### config.mk
export PLATFORM = sky130hd
export DESIGN_NAME = zoom_subsampler
export DESIGN_NICKNAME = d
export VERILOG_FILES = /design/src/rtl/zrs_pkg.sv /design/src/rtl/zrs_zoom_latch.sv /design/src/rtl/zrs_pos_track.sv /design/src/rtl/zrs_axis_window.sv /design/src/rtl/zrs_out_stage.sv /design/src/rtl/zoom_subsampler.sv
export SDC_FILE = /design/constraint.sdc
export NUM_CORES = 1
export LEC_CHECK = 0
export BUFFER_PORTS_ARGS = -buffer_cell sky130_fd_sc_hd__buf_2
export CAP_MARGIN = 10
export CORE_MARGIN = 3
export CORE_UTILIZATION = 45
export DETAILED_ROUTE_END_ITERATION = 7
export GPL_TIMING_DRIVEN = 1
export PLACE_DENSITY_LB_ADDON = 0.08
export SLEW_MARGIN = 20
export SYNTH_ARGS = -nofsm -noshare
export SYNTH_HDL_FRONTEND = slang
export SYNTH_SLANG_ARGS = --single-unit
export TNS_END_PERCENT = 10
### constraint.sdc
create_clock -name clk -period 8.15 [get_ports clk]
set_input_delay 0.4075 -clock clk [delete_from_list [all_inputs] [get_ports clk]]
set_output_delay 0.4075 -clock clk [all_outputs]
set_load 0.01 [all_outputs]
### src/rtl/zrs_pkg.sv
package zrs_pkg;

  typedef enum logic [1:0] {
    ZOOM_X1  = 2'b00,
    ZOOM_X2  = 2'b01,
    ZOOM_X4  = 2'b10,
    ZOOM_RSV = 2'b11
  } zoom_e;

  // Number of halvings of the base step for a zoom code.
  function automatic logic [1:0] zoom_to_shift(input logic [1:0] code);
    case (zoom_e'(code))
      ZOOM_X2: zoom_to_shift = 2'd1;
      ZOOM_X4: zoom_to_shift = 2'd2;
      default: zoom_to_shift = 2'd0;
    endcase
  endfunction

endpackage

### src/rtl/zrs_zoom_latch.sv
module zrs_zoom_latch
  import zrs_pkg::*;
(
  input  logic       clk,
  input  logic       rst,
  input  logic       frame_start,
  input  logic [1:0] zoom_sel,
  output logic [1:0] cur_shift
);

  logic [1:0] shift_q;

  // The start pixel itself already uses the new code.
  always_comb begin
    if (frame_start) cur_shift = zoom_to_shift(zoom_sel);
    else             cur_shift = shift_q;
  end

  always_ff @(posedge clk) begin
    if (rst)              shift_q <= 2'd0;
    else if (frame_start) shift_q <= zoom_to_shift(zoom_sel);
  end

endmodule

### src/rtl/zrs_pos_track.sv
module zrs_pos_track #(
  parameter int CW = 12
) (
  input  logic          clk,
  input  logic          rst,
  input  logic          px_valid,
  input  logic          px_sof,
  input  logic          px_sol,
  output logic [CW-1:0] col_now,
  output logic [CW-1:0] row_now
);

  logic [CW-1:0] col_q;
  logic [CW-1:0] row_q;

  always_comb begin
    if (px_sof) begin
      col_now = '0;
      row_now = '0;
    end else if (px_sol) begin
      col_now = '0;
      row_now = row_q + CW'(1);
    end else begin
      col_now = col_q + CW'(1);
      row_now = row_q;
    end
  end

  always_ff @(posedge clk) begin
    if (rst) begin
      col_q <= '0;
      row_q <= '0;
    end else if (px_valid) begin
      col_q <= col_now;
      row_q <= row_now;
    end
  end

endmodule

### src/rtl/zrs_axis_window.sv
module zrs_axis_window #(
  parameter int IN_N     = 2048,
  parameter int OUT_N    = 512,
  parameter int STEP1_LG = 2,
  parameter int CW       = 12
) (
  input  logic [CW-1:0] pos,
  input  logic [1:0]    shift,
  output logic          keep,
  output logic          first
);

  localparam int XW = CW + 2;

  logic [4:0]    step_lg;
  logic [XW-1:0] p;
  logic [XW-1:0] win;
  logic [XW-1:0] org;
  logic [XW-1:0] off;
  logic [XW-1:0] mask;

  always_comb begin
    step_lg = 5'(STEP1_LG) - {3'b000, shift};
    p       = XW'(pos);
    win     = XW'(OUT_N) << step_lg;
    org     = (XW'(IN_N) - win) >> 1;
    mask    = (XW'(1) << step_lg) - XW'(1);
    off     = p - org;
    keep    = (p >= org) && (p < (org + win)) && ((off & mask) == '0);
    first   = (p == org);
  end

endmodule

### src/rtl/zrs_out_stage.sv
module zrs_out_stage #(
  parameter int PIX_W = 8
) (
  input  logic             clk,
  input  logic             rst,
  input  logic             take,
  input  logic             is_frame_first,
  input  logic             is_line_first,
  input  logic [PIX_W-1:0] px_data,
  output logic             out_valid,
  output logic             out_sof,
  output logic             out_sol,
  output logic [PIX_W-1:0] out_data
);

  always_ff @(posedge clk) begin
    if (rst) begin
      out_valid <= 1'b0;
      out_sof   <= 1'b0;
      out_sol   <= 1'b0;
    end else begin
      out_valid <= take;
      out_sof   <= take && is_frame_first;
      out_sol   <= take && is_line_first;
    end
  end

  always_ff @(posedge clk) begin
    if (take) out_data <= px_data;
  end

endmodule

### src/rtl/zoom_subsampler.sv
module zoom_subsampler #(
  parameter int IN_W  = 2048,
  parameter int IN_H  = 2048,
  parameter int OUT_W = 512,
  parameter int OUT_H = 512,
  parameter int PIX_W = 8
) (
  input  logic             clk,
  input  logic             rst,
  input  logic             in_valid,
  input  logic             in_sof,
  input  logic             in_sol,
  input  logic [PIX_W-1:0] in_data,
  input  logic [1:0]       zoom_sel,
  output logic             out_valid,
  output logic             out_sof,
  output logic             out_sol,
  output logic [PIX_W-1:0] out_data
);

  localparam int STEP1_LG = $clog2(IN_W / OUT_W);
  localparam int MAX_N    = (IN_W > IN_H) ? IN_W : IN_H;
  localparam int CW       = $clog2(MAX_N + 1);

  logic [1:0]    cur_shift;
  logic [CW-1:0] col_now;
  logic [CW-1:0] row_now;
  logic [1:0]    ax_keep;
  logic [1:0]    ax_first;
  logic [CW-1:0] ax_pos [2];

  zrs_zoom_latch u_zoom (
    .clk         (clk),
    .rst         (rst),
    .frame_start (in_valid && in_sof),
    .zoom_sel    (zoom_sel),
    .cur_shift   (cur_shift)
  );

  zrs_pos_track #(.CW(CW)) u_pos (
    .clk      (clk),
    .rst      (rst),
    .px_valid (in_valid),
    .px_sof   (in_sof),
    .px_sol   (in_sol),
    .col_now  (col_now),
    .row_now  (row_now)
  );

  assign ax_pos[0] = col_now;
  assign ax_pos[1] = row_now;

  // Axis 0 is horizontal, axis 1 vertical.
  for (genvar a = 0; a < 2; a++) begin : g_axis
    localparam int N_IN  = (a == 0) ? IN_W  : IN_H;
    localparam int N_OUT = (a == 0) ? OUT_W : OUT_H;
    zrs_axis_window #(
      .IN_N     (N_IN),
      .OUT_N    (N_OUT),
      .STEP1_LG (STEP1_LG),
      .CW       (CW)
    ) u_win (
      .pos   (ax_pos[a]),
      .shift (cur_shift),
      .keep  (ax_keep[a]),
      .first (ax_first[a])
    );
  end

  zrs_out_stage #(.PIX_W(PIX_W)) u_out (
    .clk            (clk),
    .rst            (rst),
    .take           (in_valid && (&ax_keep)),
    .is_frame_first (&ax_first),
    .is_line_first  (ax_first[0]),
    .px_data        (in_data),
    .out_valid      (out_valid),
    .out_sof        (out_sof),
    .out_sol        (out_sol),
    .out_data       (out_data)
  );

endmodule

* After elaboration in Yosys (flattened, before gate mapping)
Index checks and enable logic that the tools add are counted.
** Operators by class
- Add/sub/neg operators :: 8
- Multiply operators :: 0
- Divide/modulo/power cells :: 0
- Magnitude comparators :: 4
- Eq/ne operators :: 4
- Shift operators :: 2
- Muxes and demuxes :: 6
- Bitwise logic cells :: 2
- Reduce and logical (&&, ||, !) cells :: 12
** Operators with widths (number)
- $mux W12 :: 4
- $and A14 B14 Y14 :: 2
- $logic_not A14 Y1 :: 2
- $lt A12 B14 Y1 :: 2
- $sub A12 B13 Y14 :: 2
- $eq A12 B13 Y1 :: 2
- $ge A12 B13 Y1 :: 2
- $add A12 B1 Y12 const B :: 2
- $add A13 B14 Y14 :: 1
- $shl A1 B5 Y14 const A :: 1
- $shl A10 B5 Y14 const A :: 1
- $sub A12 B14 Y14 const A :: 1
- $sub A14 B2 Y14 const B :: 1
- $logic_and A1 B1 Y1 :: 8
- $pmux W2 S2 :: 1
- $reduce_and A2 Y1 :: 2
- $sub A2 B2 Y3 const A :: 1
- $eq A2 B1 Y1 const B :: 1
- $eq A2 B2 Y1 const B :: 1
- $mux W2 :: 1
** Word-level totals
- Bits in registers :: 37
- Latch bits :: 0
- Memory bits (writable) :: 0
- ROM bits :: 0
- Bits of input ports :: 15
- Output and inout bits :: 11
- Memories :: 0

* Depth between registers and ports, before layout
Gate-level depths: netlist of the first run.
- Depth after elaboration :: 13
- Depth in mapped cells :: 16
- Depth with buffers taken out :: 14

* Hierarchy
Synthesis of the first run repeated with hierarchy kept, for this count alone.
** Unflattened totals
- Cell total of the unflattened synthesis :: 327
- Area, all modules :: 2717.6 um2
** Modules (own cells, without submodules)
- zrs_pos_track :: instances 1, cells an instance 216, area an instance 1604.0 um2
- zrs_axis_window :: instances 2, cells an instance 42, area an instance 340.3 um2
- zrs_out_stage :: instances 1, cells an instance 14, area an instance 329.1 um2
- zrs_zoom_latch :: instances 1, cells an instance 10, area an instance 85.1 um2
- zoom_subsampler :: instances 1, cells an instance 3, area an instance 18.8 um2

* Worst setup path before layout of the first run
OpenSTA, ideal clock, no wires.
- Kind :: input -> register
- Start :: input port in_sof
- End :: register u_out.out_data[0], enable pin
- Arrival :: 3.532 ns
- Slack :: 4.235 ns
- Stages on the path :: 15
- Path buffers :: 2
- Cell sequence :: buf_2 > clkbuf_1 > nand2_1 > a21oi_1 > inv_1 > ha_1 > inv_1 > ha_1 > o211ai_1 > a21oi_1 > o41ai_1 > nand2_1 > nor4_4 > nand2_1 > nor3_1
** Between the ends
- Word-level cells in the longest chain between the ends :: 11
- Elaborated cells between the ends (all ways) :: 26
- Classes of those cells :: 6 x add/sub; 4 x order compare; 2 x shift; 3 x mux; 2 x bitwise; 9 x reduce/logical
** Ends and longest elaborated chain
- start, declared :: line zoom_subsampler.sv:11 : input logic in_sof,
- $logic_and A1 B1 Y1 (*) :: line zoom_subsampler.sv:35 : .frame_start (in_valid && in_sof),
- $mux W2 (*)
- named net cur_shift[1] :: line zoom_subsampler.sv:25 : logic [1:0] cur_shift;
- $sub A2 B2 Y3 (*) :: line zrs_axis_window.sv:23 : step_lg = 5'(STEP1_LG) - {3'b000, shift};
- $shl A10 B5 Y14 :: line zrs_axis_window.sv:25 : win = XW'(OUT_N) << step_lg;
- $sub A12 B14 Y14 :: line zrs_axis_window.sv:26 : org = (XW'(IN_N) - win) >> 1;
- $add A13 B14 Y14 or $sub A12 B13 Y14 (tied branches) :: line zrs_axis_window.sv:29, zrs_axis_window.sv:28
- $lt A12 B14 Y1 or $and A14 B14 Y14 (tied branches) :: line zrs_axis_window.sv:29 : keep = (p >= org) && (p < (org + win)) && ((off & mask) == '0);
- $logic_and A1 B1 Y1 or $logic_not A14 Y1 (tied branches) :: line zrs_axis_window.sv:29
- $logic_and A1 B1 Y1 :: line zrs_axis_window.sv:29
- $reduce_and A2 Y1 (*) :: line zoom_subsampler.sv:73 : .take (in_valid && (&ax_keep)),
- $logic_and A1 B1 Y1 (*) :: line zoom_subsampler.sv:73
- named net u_out.take :: line zrs_out_stage.sv:6 : input logic take,
- end signal, assigned :: line zrs_out_stage.sv:29 : if (take) out_data <= px_data;
- end, declared :: line zrs_out_stage.sv:13 : output logic [PIX_W-1:0] out_data
The timed path passes the listed nets; every way through them passes the cells marked *.
A chain may end at the register's enable or synchronous reset.

* Worst setup path in the final report of the first run
- Start :: register u_pos.row_q[0]
- End :: register u_out.out_data[4], enable pin
** Between the ends
- Word-level cells in the longest chain between the ends :: 9
- Elaborated cells between the ends (all ways) :: 12
- Classes of those cells :: 2 x add/sub; 2 x order compare; 2 x mux; 1 x bitwise; 5 x reduce/logical
** Ends and longest elaborated chain
- start, declared :: line zrs_pos_track.sv:14 : logic [CW-1:0] row_q;
- start signal, assigned :: line zrs_pos_track.sv:35 : row_q <= row_now;
- $add A12 B1 Y12 (*) :: line zrs_pos_track.sv:22 : row_now = row_q + CW'(1);
- $mux W12 (*) :: line zrs_pos_track.sv:20 : end else if (px_sol) begin
- $mux W12 (*) :: line zrs_pos_track.sv:17 : if (px_sof) begin
- named net g_axis[1].u_win.pos[8] :: line zrs_axis_window.sv:7 : input logic [CW-1:0] pos,
- $sub A12 B13 Y14 :: line zrs_axis_window.sv:28 : off = p - org;
- $and A14 B14 Y14 :: line zrs_axis_window.sv:29
- $logic_not A14 Y1 :: line zrs_axis_window.sv:29
- $logic_and A1 B1 Y1 (*) :: line zrs_axis_window.sv:29
- $reduce_and A2 Y1 (*) :: line zoom_subsampler.sv:73
- $logic_and A1 B1 Y1 (*) :: line zoom_subsampler.sv:73
- named net u_out.take :: line zrs_out_stage.sv:6
Marks and branches as above.

==> impl.org, run 1 <==
** Die
- I/O pin total :: 26
- CORE AREA :: approximately 5300 µm²
- Initial cell density of the core :: 0.481
- In this run the core area contains 26 standard-cell rows.
- Horizontal die dimension :: about 81 µm
- Die span in y :: 81.3 µm
- The die covers between 6000 and 7000 µm².

** Routing
- Total number of vias :: roughly 2300
- Detailed-route wire length :: between 5000 and 6000 µm
- Routed Antenna Nets :: 0
- Number of DRC markers in iteration 0 :: 125
- Remaining DRCs :: 0
- Number of optimization iterations in the first detailed-route pass :: 4
- Detailed-route vias per instance :: between 5 and 6
- Dividing the detail-routed wire length by the instance count gives between 10 and 15 µm.

** Timing
- Post-route fraction of the period consumed by the critical path :: 0.529
- Slew Limit Headroom :: 0.319
- In the final timing run, aggregate negative setup slack is 0 ns.
- At the pin with the least slew margin, the transition time is just over 1 ns.
- Timing would allow up to approximately 230 MHz.
- The final max-slew violation count was 0.
- Setup violation total in the final timing report :: 0
- Post-layout min period :: approximately 4.3 ns
- Unrepaired setup endpoints after global routing :: no
- The count of endpoints failing hold in the final timing report was 0.
- Post-route clock skew :: approximately 0.0053 ns

** Yosys
- The cell area that synthesis handed to floorplanning was around 2600 µm².
- Avg Cell Area, Syn :: 8.26 µm²
- Share of synthesized area occupied by flip-flops and latches :: 0.322
- After synthesis, the largest family of logic cells by area is simple AND/OR/NAND/NOR gates.
- The complex-gate fraction of the synthesized area is 0.185.
- Multiplexer share of the synthesized area :: 0.0407
- Cell accounting for the most synthesized area :: sky130_fd_sc_hd__dfxtp_1
- After synthesis the netlist holds a flip-flop and latch count of 37.
- In the synthesized netlist, the number of instances is around 310.
- By area the synthesized netlist is led by sky130_fd_sc_hd__dfxtp_1 23%, sky130_fd_sc_hd__edfxtp_1 9.4%, sky130_fd_sc_hd__ha_1 8.3%.
- Most frequently used flop master after synthesis :: sky130_fd_sc_hd__dfxtp_1
- Of the post-synthesis cell area, the dominant cell type holds 0.227.
- Of the total synthesized cell area, the portion taken by AND, OR, NAND and NOR gates is 0.301.
- In the synthesized netlist the async set-or-reset flop fraction comes to 0.
- In this run, synthesis inferred 8 flip-flops with an integrated enable.
- Number of different library cells in the post-synthesis netlist :: between 50 and 60
- Of the total synthesized cell area, the portion taken by full adders, half adders and majority gates is 0.0833.
- Synth Area in XOR/XNOR :: 0.0206
- Yosys printed 0 warnings.

** Clock network
- The number of hold buffers added after CTS was 0.
- Counting the buffers created by CTS gives 5.
- Setup Buffers After CTS :: 0
- Clock-pin slew was measured on the worst setup and hold paths at approximately 0.080 ns.
- The root buffer cell chosen for the clock tree is sky130_fd_sc_hd__clkbuf_8.
- The H-tree was split into 2 levels.
- TritonCTS clock tree :: yes
- Clk sink count :: 37
- For the worst-skew pair, the clock arrives at the later sink with an insertion delay of 0.29 ns.
- Clk buf depth :: 2
- Once the clock tree was built, the resizer swapped 0 gates to a different size.

** Final layout
- In the final layout, the share of cells above drive strength 1 is 0.158.
- Post-route cell area :: about 2800 µm²
- Area of the multi-input gates :: 1620 µm²
- After filler insertion, the fill cell instance count of the layout stands at about 510.
- Final non-filler cell total :: roughly 400
- Number of nets at the end of the flow :: 360
- The area growth from synthesis to layout is 11.2%.
- The number of antenna diodes in the final layout is 0.
- FF/Latch Area :: 821 µm²

** Power and ir drop
- For this design the ratio of total power to cell area is between 150 and 200 nW/µm².
- LEAKAGE :: ~1.2 nW
- Internal power :: roughly 0.33 mW
- Proportion of power drawn by the clock network :: 0.437
- VDD sags by at most 0.0645 mV.
- Of the total power, the share spent switching nets is 0.239.
- Combinational cell fraction of total power :: 0.122
- The design draws 0.438 mW.
- Flop pwr share :: 0.441
- Switching pwr :: around 0.10 mW

** Setup path
- Path type of the worst setup path :: register to register
- The endpoint identified for the worst register-to-register timing path is u_out.out_data[4]$_DFFE_PP_.
- Register-to-register setup slack :: slightly below 4 ns
- In this run the critical register-to-register path is launched from u_pos.row_q[0]$_SDFFE_PP0P_.
- Worst Reg2Reg Path Length in Cells :: 14
- Peak fanout along the critical path :: 10
- Data required time of the worst path :: 8.07 ns
- Critical path capture point type :: register
- Worst EP arrival :: between 4 and 5 ns
- STA classifies the critical path startpoint as a register.

** Global route
- Global-route wire length before repair :: around 9800 µm
- For this run, the total global-route usage over all layers was measured as 0.185.
- The number of antenna violations at the first check in global routing was 0.
- Largest net degree at the start of global routing :: 29
- For this run the aggregate overflow at the end of global routing stands at 0.
- The via count of the first global-routing pass is between 2000 and 2500.

** Hold path
- The worst hold path terminates at u_out.out_data[3]$_DFFE_PP_.
- In this run the worst hold path is classified as input port to register.
- The startpoint identified for the worst hold timing path is in_data[3].
- Along the worst hold path, the cell count comes to 1.

** Placed design
- RD Place Congestion :: 0.882
- Placed wire-length estimate after detailed placement :: 4260 µm
- Once placement completed, the tool counted placed cells totaling about 390.
- Once placement finished, the instance area stood at 2700 µm².
- The count of buffers added on input and output ports is 25.

** Job
- Number of max-cap violations :: 0

** Status
- The run finished with clean final reports.
## power by group through the flow
stage	clock network [mW]	logic, mW	registers, mW
4_1_cts	0.198	0.0534	0.193
2_1_floorplan	0	0.0381	0.199
3_3_place_gp	0	0.0525	0.197
6_report	0.192	0.0533	0.193
3_5_place_dp	0	0.0532	0.198
5_1_grt	0.206	0.0593	0.194
## how the worst max path moves through the flow
stage                                      from                           to  depth (start not counted)
global route        u_pos.row_q[0]$_SDFFE_PP0P_  u_out.out_data[4]$_DFFE_PP_                         14
CTS                 u_pos.row_q[0]$_SDFFE_PP0P_  u_out.out_data[4]$_DFFE_PP_                         14
floorplan                                in_sof  u_out.out_data[0]$_DFFE_PP_                         15
global placement                       in_valid  u_out.out_data[3]$_DFFE_PP_                         14
finish              u_pos.row_q[0]$_SDFFE_PP0P_  u_out.out_data[4]$_DFFE_PP_                         14
detailed placement                     in_valid  u_out.out_data[5]$_DFFE_PP_                         14
## stage by stage
stage / util / setup slack (ns) / hold WS (ns)
2_1_floorplan: - / 4.23 / 0.476
3_3_place_gp: 0.510 / 3.81 / 0.499
3_5_place_dp: 0.510 / 3.63 / 0.498
5_1_grt: 0.535 / 3.45 / 0.276
6_report: 0.535 / 3.84 / 0.289
4_1_cts: 0.535 / 3.79 / 0.282
## cell usage after synthesis (3+ instances only)
cell                       number
sky130_fd_sc_hd__clkbuf_1       6
sky130_fd_sc_hd__edfxtp_1       8
sky130_fd_sc_hd__nand4_2        3
sky130_fd_sc_hd__buf_1          3
sky130_fd_sc_hd__o21ai_0       17
sky130_fd_sc_hd__mux2i_1        9
sky130_fd_sc_hd__nand4_1        6
sky130_fd_sc_hd__nand2_1       23
sky130_fd_sc_hd__nor2_1        54
sky130_fd_sc_hd__nor3b_1        7
sky130_fd_sc_hd__xor2_1         4
sky130_fd_sc_hd__nor4_2         3
sky130_fd_sc_hd__inv_1         14
sky130_fd_sc_hd__nor3_1        11
sky130_fd_sc_hd__and2_1         4
sky130_fd_sc_hd__dfxtp_1       29
sky130_fd_sc_hd__and3_1         7
sky130_fd_sc_hd__o41ai_1        4
sky130_fd_sc_hd__a21oi_1       19
sky130_fd_sc_hd__ha_1          17
sky130_fd_sc_hd__a22oi_1        7
sky130_fd_sc_hd__buf_2          4
sky130_fd_sc_hd__o211ai_1       4
## worst max-delay path, cell delays in order, from the launching register on
cell                       delay, ns
sky130_fd_sc_hd__dfxtp_1        0.53
sky130_fd_sc_hd__ha_1           0.22
sky130_fd_sc_hd__and4_2         0.28
sky130_fd_sc_hd__and2_1         0.21
sky130_fd_sc_hd__nand4_1        0.13
sky130_fd_sc_hd__xor2_1         0.16
sky130_fd_sc_hd__nor2_1         0.19
sky130_fd_sc_hd__ha_1           0.32
sky130_fd_sc_hd__o211ai_1       0.21
sky130_fd_sc_hd__a21oi_1        0.09
sky130_fd_sc_hd__o41ai_1        0.23
sky130_fd_sc_hd__nand2_1        0.14
sky130_fd_sc_hd__nor4_4         0.30
sky130_fd_sc_hd__nand2_1        0.12
sky130_fd_sc_hd__nor3_1         0.80
## kinds of logic after synthesis
logic type,after synthesis
AOI/OAI and AO/OA,71
xor gates and xnor gates,6
adders and majority gates,17
buffers and inverters,28
DFF,37
muxes,10
other,1
and+or+nand+nor,139
## state kept, by name, summed over array words and instances (netlist names)
signal           flops
u_out.out_data       8
u_pos.row_q         12
u_out.out_valid      1
u_out.out_sof        1
u_pos.col_q         12
u_zoom.shift_q       2
u_out.out_sol        1
## layout make-up
cell class              count  share of cell area
repair buffers             25              0.0441
clock inverters             3              0.0229
inverters                  14              0.0185
clock buffers               5              0.0243
flip-flops and latches     37               0.289
well taps                  70              0.0309
multi-input cells         245               0.570
## layer usage
layer | GRT usage | routed length [µm] | up-vias
met5 | 0 | 0 | -
li1 | - | - | 1161
met1 | 0.231 | 2740 | 1066
met4 | 0.0659 | 43 | 0
met3 | 0.0333 | 195 | 4
met2 | 0.318 | 2830 | 28
## cells in the final DEF (no fill, tap or decap), types with 3 or more instances in the layout
cell type and instances:
sky130_fd_sc_hd__nand4_1 6, sky130_fd_sc_hd__a21oi_1 19, sky130_fd_sc_hd__nor2_1 54, sky130_fd_sc_hd__inv_1 14
sky130_fd_sc_hd__edfxtp_1 8, sky130_fd_sc_hd__nand2_1 23, sky130_fd_sc_hd__buf_2 25, sky130_fd_sc_hd__o211ai_1 4
sky130_fd_sc_hd__dfxtp_1 29, sky130_fd_sc_hd__nor3b_1 7, sky130_fd_sc_hd__and3_1 7, sky130_fd_sc_hd__xor2_1 4
sky130_fd_sc_hd__ha_1 17, sky130_fd_sc_hd__mux2i_1 9, sky130_fd_sc_hd__nand4_2 3, sky130_fd_sc_hd__a22oi_1 7
sky130_fd_sc_hd__o21ai_0 17, sky130_fd_sc_hd__o41ai_1 4, sky130_fd_sc_hd__nor4_2 3, sky130_fd_sc_hd__and2_1 4
sky130_fd_sc_hd__clkbuf_8 5, sky130_fd_sc_hd__nor3_1 11
No activity file was read; power rests on OpenSTA's default activity.
==> run 2: changes to the inputs <==
--- a/config.mk
+++ b/config.mk
@@ -5,6 +5,7 @@
 export SDC_FILE = /design/constraint.sdc
 export NUM_CORES = 1
 export LEC_CHECK = 0
+export ABC_AREA = 1
 export BUFFER_PORTS_ARGS = -buffer_cell sky130_fd_sc_hd__buf_2
 export CAP_MARGIN = 10
 export CORE_MARGIN = 3
==> constraint.sdc (replaced) <==
create_clock -name clk -period 4 [get_ports clk]
set_input_delay 0.2 -clock clk [delete_from_list [all_inputs] [get_ports clk]]
set_output_delay 0.2 -clock clk [all_outputs]
set_load 0.01 [all_outputs]
==> run 2 against run 1 <==
  * Critical path depth up 6
  * Sequential share of layout area up 1.3 points
  * Die area shrank 3.6%
  * Clock skew is 0.0016 ns lower
  * Clock power up 34%
  * Sequential cell count unchanged
  * Combinational power increased to 3.5 times the previous value
  * Synthesized area is 3.9% lower
==> impl.org, run 2 <==
** Status
- The flow ran to the end, and the final reports show no timing, DRC or antenna violations.

** Yosys
- By instance count, the leading cell after synthesis is sky130_fd_sc_hd__nand2_1.
- The portion of synthesized cell area occupied by the leading cell type came to 0.237 (+0.00928).
- Area fraction in compound gates after synthesis :: 0.150 (-0.0348)
- Yosys attributes the largest share of cell area to sky130_fd_sc_hd__dfxtp_1 24%, sky130_fd_sc_hd__edfxtp_1 9.8%, sky130_fd_sc_hd__nand2_1 9.3%.
- The proportion of synthesized area in mux cells is 0 (-0.0407).
- The synthesized area divided by synthesized cell count came to 6.95 µm² (-16%).
- The synthesized area was 2450 µm² (-3.9%).
- Synth Area in XOR/XNOR :: 0.00357 (-0.0170)
- The post-synthesis sequential element count is 37 (unchanged).
- Among all flip-flop cells after synthesis, the most frequent one is sky130_fd_sc_hd__dfxtp_1.
- After synthesis, the largest family of logic cells by area is simple AND/OR/NAND/NOR gates.
- The register area share after synthesis was 0.335 (+0.0131).
- The number of instances in the synthesized netlist was 353 (+14%).
- Share of synthesized cell area in and, or, nand and nor gates :: 0.347 (+0.0455)
- Number of different library cells in the post-synthesis netlist :: 33 (-43%)
- Most common library cells after synthesis :: 61 x sky130_fd_sc_hd__nand2_1, 57 x sky130_fd_sc_hd__nor2_1, 36 x sky130_fd_sc_hd__inv_1
- Cell accounting for the most synthesized area :: sky130_fd_sc_hd__dfxtp_1
- The post-synthesis adder-cell area fraction is 0.0867 (+0.00340).
- The number of enable flip-flop cells after synthesis was 8 (unchanged).
- Synth warnings :: 0 (unchanged)
- The post-synthesis async set-or-reset flop share came to 0 (unchanged).

** Timing
- Setup repair after global routing left no endpoint under its margin.
- The count of endpoints failing hold in the final timing report is 0 (unchanged).
- Worst Max-Slew Pin Slew :: 0.693 ns (-0.320 ns)
- The fraction of the cycle the final worst path needs was 0.801 (+0.272).
- Post-layout min period :: 3.20 ns (-1.10 ns)
- The maximum clock rate was 312 MHz (+34%).
- The worst hold slack across all endpoints was 0.0736 ns (-0.215 ns).
- Setup violation total in the final timing report :: 0 (unchanged)
- Slew Limit Headroom :: 0.538 (+0.218)
- The final clock skew is 0.00377 ns (-0.00156 ns).
- The final max-slew violation count is 0 (unchanged).
- The final setup TNS is 0 ns (unchanged).

** Hold path
- In this run the most critical hold path is launched from in_data[5].
- Number of stages on the worst hold path :: 1 (unchanged)
- Sink of the worst hold path :: u_out.out_data[5]$_DFFE_PP_
- In this run the worst hold path is classified as input port to register.

** Final layout
- Most frequent cells in the layout :: 61 x sky130_fd_sc_hd__nand2_1, 57 x sky130_fd_sc_hd__nor2_1, 36 x sky130_fd_sc_hd__inv_1
- Most frequent standard cell in the layout excluding fill and tap cells :: sky130_fd_sc_hd__nand2_1
- Antenna diodes :: 0 (unchanged)
- Area grow syn2layout :: 10.9%
- The final instance count without filler cells came to 450 (+13%).
- Top Registers :: u_pos.col_q (12), u_pos.row_q (12), u_out.out_data (8)
- Fraction of layout cells with a size suffix above 1 :: 0.158 (-0.000160)
- The number of nets in the layout was 411 (+14%).
- Number of filler cells placed in the layout :: 537 (+4.5%)

** Placed design
- Placed cells :: 442 (+13%)
- The routability-driven placement congestion ratio came to 0.858 (-2.7%).
- Placed wire-length estimate after detailed placement :: 4040 µm (-5.1%)
- The count of buffers from port buffering is 25 (unchanged).

** Clock network
- Clk root buf :: sky130_fd_sc_hd__clkbuf_8
- The total of hold buffers inserted after clock tree synthesis came to 0 (unchanged).
- The number of H-tree levels is 2 (unchanged).
- Setup Buffers After CTS :: 0 (unchanged)
- The deepest clock path buffer count came to 2 (unchanged).
- The total CTS buffers was 5 (unchanged).
- Clock transition at the register clock pins on the worst setup and hold paths after CTS :: 0.08 ns (about the same)
- Worst skew pair latency :: 0.29 ns (about the same)
- The clock sink count was 37 (unchanged).
- TritonCTS clock tree :: yes
- The post-cts sizing count was 0 (unchanged).

** Global route
- met2 is the most crowded layer.
- The number of antenna violations at the first check in global routing is 0 (unchanged).
- GR met2 Demand/Resource :: 0.300 (-0.0179)
- Largest net degree at the start of global routing :: 45 (+55%)
- The total global-route track usage was 0.182 (-0.00289).
- Global-route wire length before repair :: 9250 µm (-5.2%)
- The via count of the first global-routing pass came to 2107 (-1.0%).
- The routing usage on met1 came to 0.237 (+0.00533).
- Routing usage on met3 :: 0.0372 (+0.00399)
- Sum of overflow across all layers after global routing :: 0 (unchanged)

** Setup path
- Peak fanout along the critical path :: 8 (-2)
- Worst Reg2Reg Path Length in Cells :: 20 (+6)
- Register-to-register setup slack :: 0.80 ns (-3.05 ns)
- Worst flop-to-flop path endpoint :: u_out.out_data[7]$_DFFE_PP_
- Path type of the worst setup path :: register to register
- In this run the critical register-to-register path is launched from u_pos.col_q[0]$_SDFFE_PP0P_.
- Worst EP arrival :: 3.18 ns (-1.04 ns)
- STA classifies the critical path endpoint as a register.
- Type of element launching the critical path :: register
- The critical path data required time is 3.98 ns (-4.09 ns).

** Die
- Horizontal die dimension :: 79.8 µm (-1.8%)
- The die boundary height is 79.8 µm (-1.8%).
- Die area :: 6370 µm² (-3.6%)
- The effective utilization at floorplan was 0.471 (-0.0102).
- The top-level I/O count was 26 (unchanged).
- CORE AREA :: 5200 µm² (-1.8%)
- The row count came to 26 (unchanged).

** Routing
- The initial DRC count came to 136 (+8.8%).
- Routed Antenna Nets :: 0 (unchanged)
- Number of optimization iterations in the first detailed-route pass :: 4 (unchanged)
- Per-cell routed wire length :: 11.8 µm (-19%)
- The vias after detailed routing came to 2344 (+3.8%).
- Remaining DRCs :: 0 (unchanged)
- The routed wire length was 5310 µm (-8.5%).
- Detailed-route vias per instance :: 5.21 (-8.0%)

** Power and ir drop
- The maximum VDD drop is 0.206 mV (+220%).
- The power density relative to cell area came to 315 nW/µm² (+100%).
- The leakage dissipation came to 1.21 nW (+3.1%).
- Final Power :: 0.856 mW (+95%)

** Job
- Number of max-cap violations :: 0 (unchanged)
==> run 2: cell types whose count changed after synthesis, moves of 5 or more <==
cell / previous run / this run
sky130_fd_sc_hd__a21oi_1: 19 / 28
sky130_fd_sc_hd__a22oi_1: 7 / 0
sky130_fd_sc_hd__and3_1: 7 / 2
sky130_fd_sc_hd__inv_1: 14 / 36
sky130_fd_sc_hd__mux2i_1: 9 / 0
sky130_fd_sc_hd__nand2_1: 23 / 61
sky130_fd_sc_hd__nand2_2: 1 / 9
sky130_fd_sc_hd__nand3_1: 2 / 25
sky130_fd_sc_hd__nand3_2: 1 / 6
sky130_fd_sc_hd__nor3_1: 11 / 2
sky130_fd_sc_hd__nor3b_1: 7 / 0
sky130_fd_sc_hd__o21ai_0: 17 / 34
==> run 2: critical path, stage by stage, from the launching register on <==
cell	delay, ns
sky130_fd_sc_hd__dfxtp_1	0.39
sky130_fd_sc_hd__ha_1	0.19
sky130_fd_sc_hd__nand2_1	0.09
sky130_fd_sc_hd__nor2_1	0.23
sky130_fd_sc_hd__nand2_1	0.10
sky130_fd_sc_hd__nor2_1	0.13
sky130_fd_sc_hd__nand2_1	0.08
sky130_fd_sc_hd__xor2_1	0.14
sky130_fd_sc_hd__nor2_1	0.24
sky130_fd_sc_hd__ha_1	0.31
sky130_fd_sc_hd__inv_1	0.10
sky130_fd_sc_hd__nor2_1	0.05
sky130_fd_sc_hd__nor2_1	0.12
sky130_fd_sc_hd__nand2_1	0.07
sky130_fd_sc_hd__nand2_1	0.06
sky130_fd_sc_hd__nand3_1	0.06
sky130_fd_sc_hd__nor2_1	0.10
sky130_fd_sc_hd__nand2_1	0.06
sky130_fd_sc_hd__nand2_2	0.07
sky130_fd_sc_hd__nand2_1	0.05
sky130_fd_sc_hd__inv_1	0.22
==> run 2: logic make-up after synthesis <==
logic type / after synthesis
flops: 37
xor+xnor: 1
simple gates: 179
buf+inv: 48
compound gates: 70
fa+ha+maj: 17
other cells: 1
==> run 2: metal layers <==
| metal | routed length, µm | up-vias |
|---|---|---|
| met2 | 2360 | 53 |
| met1 | 2570 | 1062 |
| met4 | 102 | 0 |
| li1 | - | 1221 |
| met5 | 0 | - |
| met3 | 278 | 8 |
==> run 2: area by class of cell <==
type,instances,area [µm²],area share
Inverter,40,150,0.0552
Clock inverter,3,12.5,0.00460
Timing Repair Buffer,26,133,0.0488
Tap cell,70,87.6,0.0322
Multi-Input combinational cell,269,1450,0.532
Clock buffer,5,68.8,0.0253
Sequential cell,37,821,0.302
==> run 2: worst max-delay path by stage <==
stage,start,endpoint,slack [ns],cells after the start
after detailed placement,in_sof,u_out.out_data[5]$_DFFE_PP_,0.67,16
after floorplan,in_valid,u_out.out_data[0]$_DFFE_PP_,1.20,16
after global routing,u_pos.row_q[0]$_SDFFE_PP0P_,u_out.out_data[7]$_DFFE_PP_,0.41,22
after global placement,in_sof,u_out.out_data[2]$_DFFE_PP_,0.70,16
final,u_pos.col_q[0]$_SDFFE_PP0P_,u_out.out_data[7]$_DFFE_PP_,0.80,20
after CTS,u_pos.col_q[0]$_SDFFE_PP0P_,u_out.out_data[7]$_DFFE_PP_,0.83,20
==> run 2: report_power, final <==
part | total, mW | switching (mW) | internal (mW)
registers | 0.413 | 0.0131 | 0.400
clock network | 0.258 | 0.140 | 0.117
logic | 0.185 | 0.118 | 0.0672
total | 0.856 | 0.271 | 0.585
==> run 2: per-stage QoR <==
step / cell area, µm² / setup WS [ns] / utilization
detailed placement: 2640 / 0.673 / 0.507
global route: 2720 / 0.407 / 0.523
global placement: 2640 / 0.705 / 0.507
finish: 2720 / 0.795 / 0.523
CTS: 2720 / 0.833 / 0.523
floorplan: 2460 / 1.20 / -
==> run 3: changes to the inputs <==
==> constraint.sdc (replaced) <==
create_clock -name clk -period 3.2 [get_ports clk]
set_input_delay 0.16 -clock clk [delete_from_list [all_inputs] [get_ports clk]]
set_output_delay 0.16 -clock clk [all_outputs]
set_load 0.01 [all_outputs]
==> run 3 against run 2 <==
  * Non-clock buffer count up 8
  * Wire length up 1.4%
  * Worst setup slack worse by 0.54 ns
  * Hold slack worse by 0.033 ns
  * Combinational power up 31%
  * Design area up 3.1%
  * Critical path type unchanged
==> impl.org, run 3 (same netlist as run 2, synthesis figures left out) <==
** Power and ir drop
- The leakage dissipation came to 1.25 nW (+3.1%).
- The maximum VDD drop came to 0.179 mV (-13%).
- The power density relative to cell area was 386 nW/µm² (+22%).
- Final Power :: 1.08 mW (+26%)

** Timing
- Post-route clock skew :: 0.00756 ns (+0.00379 ns)
- The worst slew margin relative to its limit was 0.552 (+0.0138).
- The final max-slew violation count is 0 (unchanged).
- Maximum clock frequency :: 340 MHz (+8.9%)
- The worst hold slack across all endpoints was 0.0402 ns (-0.0335 ns).
- The actual transition at the worst max-transition pin was 0.672 ns (-0.0207 ns).
- Setup violation total in the final timing report :: 0 (unchanged)
- The count of endpoints failing hold in the final timing report is 0 (unchanged).
- Post-layout min period :: 2.94 ns (-0.261 ns)
- The fraction of the cycle the final worst path needs was 0.920 (+0.119).

** Die
- I/O pin total :: 26 (unchanged)
- FP Rows :: 26 (unchanged)
- Die area :: 6370 µm² (unchanged)
- Horizontal die dimension :: 79.8 µm (unchanged)
- Initial cell density of the core :: 0.471 (unchanged)
- Die span in y :: 79.8 µm (unchanged)
- The area inside the core boundary was 5200 µm² (unchanged).

** Clock network
- Clock transition at the register clock pins on the worst setup and hold paths after CTS :: 0.08 ns (about the same)
- The clock latency of the later-clocked register in the worst-skew pair came to 0.29 ns (about the same).
- Clk sink count :: 37 (unchanged)
- The total of hold buffers inserted after clock tree synthesis came to 0 (unchanged).
- The total CTS buffers is 5 (unchanged).
- The number of H-tree levels came to 2 (unchanged).
- Clk buf depth :: 2 (unchanged)
- The root buffer cell chosen for the clock tree is sky130_fd_sc_hd__clkbuf_8.
- TritonCTS built the clock tree.

** Placed design
- The count of buffers from port buffering was 25 (unchanged).
- The post-detailed-placement half-perimeter wirelength came to 4130 µm (+2.0%).
- RD Place Congestion :: 0.893 (+4.1%)

** Routing
- The vias per cell came to 5.05 (-3.1%).
- Remaining DRCs :: 0 (unchanged)
- The iteration count of the initial detailed-routing pass came to 4 (unchanged).
- The count of antenna-violating nets left after detailed routing was 0 (unchanged).
- Detailed-route wire length :: 5390 µm (+1.4%)
- The vias after detailed routing is 2312 (-1.4%).
- The initial DRC count was 65 (-52%).
- The post-detailed-route wirelength per cell came to 11.8 µm (-0.42%).

** Global route
- The aggregate global routing overflow came to 0 (unchanged).
- Global-route wire length before repair :: 9420 µm (+1.8%)
- The via count of the first global-routing pass was 2176 (+3.3%).
- Largest net degree at the start of global routing :: 45 (unchanged)
- GRT Total Usage :: 0.186 (+0.00331)
- Number of antenna violations at the first check in global routing :: 0 (unchanged)

** Final layout
- Antenna diodes :: 0 (unchanged)
- Compared with the post-synthesis result, the final layout area differs by 14.4%.
- Area of the multi-input gates :: 1470 µm² (+1.4%)
- The top cell types in the final layout, fill and taps aside, are 61 x sky130_fd_sc_hd__nand2_1, 51 x sky130_fd_sc_hd__nor2_1, 35 x sky130_fd_sc_hd__inv_1.
- Fraction of layout cells with a size suffix above 1 :: 0.198 (+0.0406)
- Number of nets at the end of the flow :: 419 (+1.9%)
- Utilization of the core after routing :: 0.539 (+0.0163)
- Most frequent standard cell in the layout excluding fill and tap cells :: sky130_fd_sc_hd__nand2_1
- FF/Latch Area :: 822 µm² (+0.15%)
- The number of filler instances in the final layout was 525 (-2.2%).
- Top Registers :: u_pos.col_q (12), u_pos.row_q (12), u_out.out_data (8)

** Status
- Run status :: finished, final reports clean

** Setup path
- The number of cells on the worst reg-to-reg path was 20 (unchanged).
- The endpoint identified for the worst register-to-register timing path is u_out.out_data[0]$_DFFE_PP_.
- Data required time of the worst path :: 3.20 ns (-0.78 ns)
- The endpoint arrival time on the critical path came to 2.95 ns (-0.23 ns).
- Timing startpoint of the critical path :: u_pos.col_q[1]$_SDFFE_PP0P_
- Type of element launching the critical path :: register
- The critical path in this run is classified as register to register.
- In this run the critical register-to-register path is launched from u_pos.col_q[1]$_SDFFE_PP0P_.
- The reg2reg setup slack is 0.26 ns (-0.54 ns).
- STA classifies the critical path endpoint as a register.
- Peak fanout along the critical path :: 8 (unchanged)

** Hold path
- Worst hold-check path type :: input port to register
- Critical hold path startpoint :: in_data[4]
- For hold timing, the worst endpoint is u_out.out_data[4]$_DFFE_PP_.
- The number of cells traversed by the worst hold path is 1 (unchanged).

** Job
- The number of max-cap violations is 0 (unchanged).
==> run 3: cell count changes in the layout (fill, tap and decap cells not counted) <==
cell                       before  now
sky130_fd_sc_hd__buf_4          1    9
sky130_fd_sc_hd__clkbuf_1       0    1
sky130_fd_sc_hd__clkinv_1       3    1
sky130_fd_sc_hd__clkinv_2       1    2
sky130_fd_sc_hd__dfxtp_1       29   28
sky130_fd_sc_hd__dfxtp_2        0    1
sky130_fd_sc_hd__inv_1         36   35
sky130_fd_sc_hd__inv_4          0    1
sky130_fd_sc_hd__nor2_1        57   51
sky130_fd_sc_hd__nor2_2         0    5
sky130_fd_sc_hd__nor2_4         4    5
==> run 3: layout make-up <==
cell class | count | share of cell area
Multi-Input combinational cell | 269 | 0.523
Inverter | 40 | 0.0544
Timing Repair Buffer | 34 | 0.0687
Tap cell | 70 | 0.0312
Clock buffer | 6 | 0.0259
Sequential cell | 37 | 0.293
Clock inverter | 2 | 0.00357
==> run 3: critical path, cell delays in order (launching register included) <==
cell and delay, ns:
sky130_fd_sc_hd__dfxtp_1 0.39, sky130_fd_sc_hd__ha_1 0.18, sky130_fd_sc_hd__nand2_1 0.13, sky130_fd_sc_hd__nor2_4 0.15
sky130_fd_sc_hd__nand2_1 0.08, sky130_fd_sc_hd__nor2_1 0.14, sky130_fd_sc_hd__nand2_1 0.09, sky130_fd_sc_hd__xor2_1 0.16
sky130_fd_sc_hd__nor2_2 0.17, sky130_fd_sc_hd__ha_1 0.29, sky130_fd_sc_hd__inv_1 0.10, sky130_fd_sc_hd__nor2_1 0.05
sky130_fd_sc_hd__nor2_1 0.12, sky130_fd_sc_hd__nand2_1 0.07, sky130_fd_sc_hd__nand2_1 0.06, sky130_fd_sc_hd__nand3_1 0.06
sky130_fd_sc_hd__nor2_1 0.10, sky130_fd_sc_hd__nand2_1 0.06, sky130_fd_sc_hd__nand2_2 0.07, sky130_fd_sc_hd__nand2_1 0.08
sky130_fd_sc_hd__inv_4 0.11
==> run 3: worst max-delay path by stage <==
stage / to / slack, ns / cells past startpoint
floorplan: u_out.out_data[0]$_DFFE_PP_ / 0.42 / 20
global placement: u_out.out_data[1]$_DFFE_PP_ / -0.06 / 20
detailed placement: u_out.out_data[2]$_DFFE_PP_ / -0.07 / 20
CTS: u_out.out_data[0]$_DFFE_PP_ / 0.008 / 20
global route: u_out.out_data[1]$_DFFE_PP_ / -0.01 / 22
finish: u_out.out_data[0]$_DFFE_PP_ / 0.26 / 20
==> run 3: power by group <==
part           internal (mW)  leakage (nW)  switching [mW]
Sequential             0.500         0.311          0.0164
Clock                  0.151        0.0450           0.171
Combinational         0.0915         0.894           0.151
Total                  0.743          1.25           0.339
==> run 3: metal layers <==
| layer | part of all wire | wire length, µm | track usage | vias up |
|---|---|---|---|---|
| li1 | - | - | - | 1236 |
| met4 | 0.0098 | 53 | 0.0659 | 0 |
| met2 | 0.47 | 2510 | 0.316 | 30 |
| met5 | 0 | 0 | 0 | - |
| met1 | 0.49 | 2630 | 0.229 | 1042 |
| met3 | 0.035 | 187 | 0.0418 | 4 |
==> run 3: metrics by stage <==
stage                     area, µm²  cells  worst slack (ns)  setup TNS, ns
after floorplan                2460    354             0.424              0
after global placement         2680    448           -0.0607         -0.485
after detailed placement       2680    448           -0.0684         -0.546
after CTS                      2770    456           0.00767              0
after global routing           2810    458           -0.0116        -0.0848
final                          2810    458             0.256              0
==> run 3: repair_timing <==
item                                   4_1_cts  5_1_grt
resized for setup                            1        9
endpoints found under the hold margin        0        0
setup endpoints to repair                    8       10
gates cloned                                 0        0
pin swaps                                    0        1
buffers inserted                             0        2
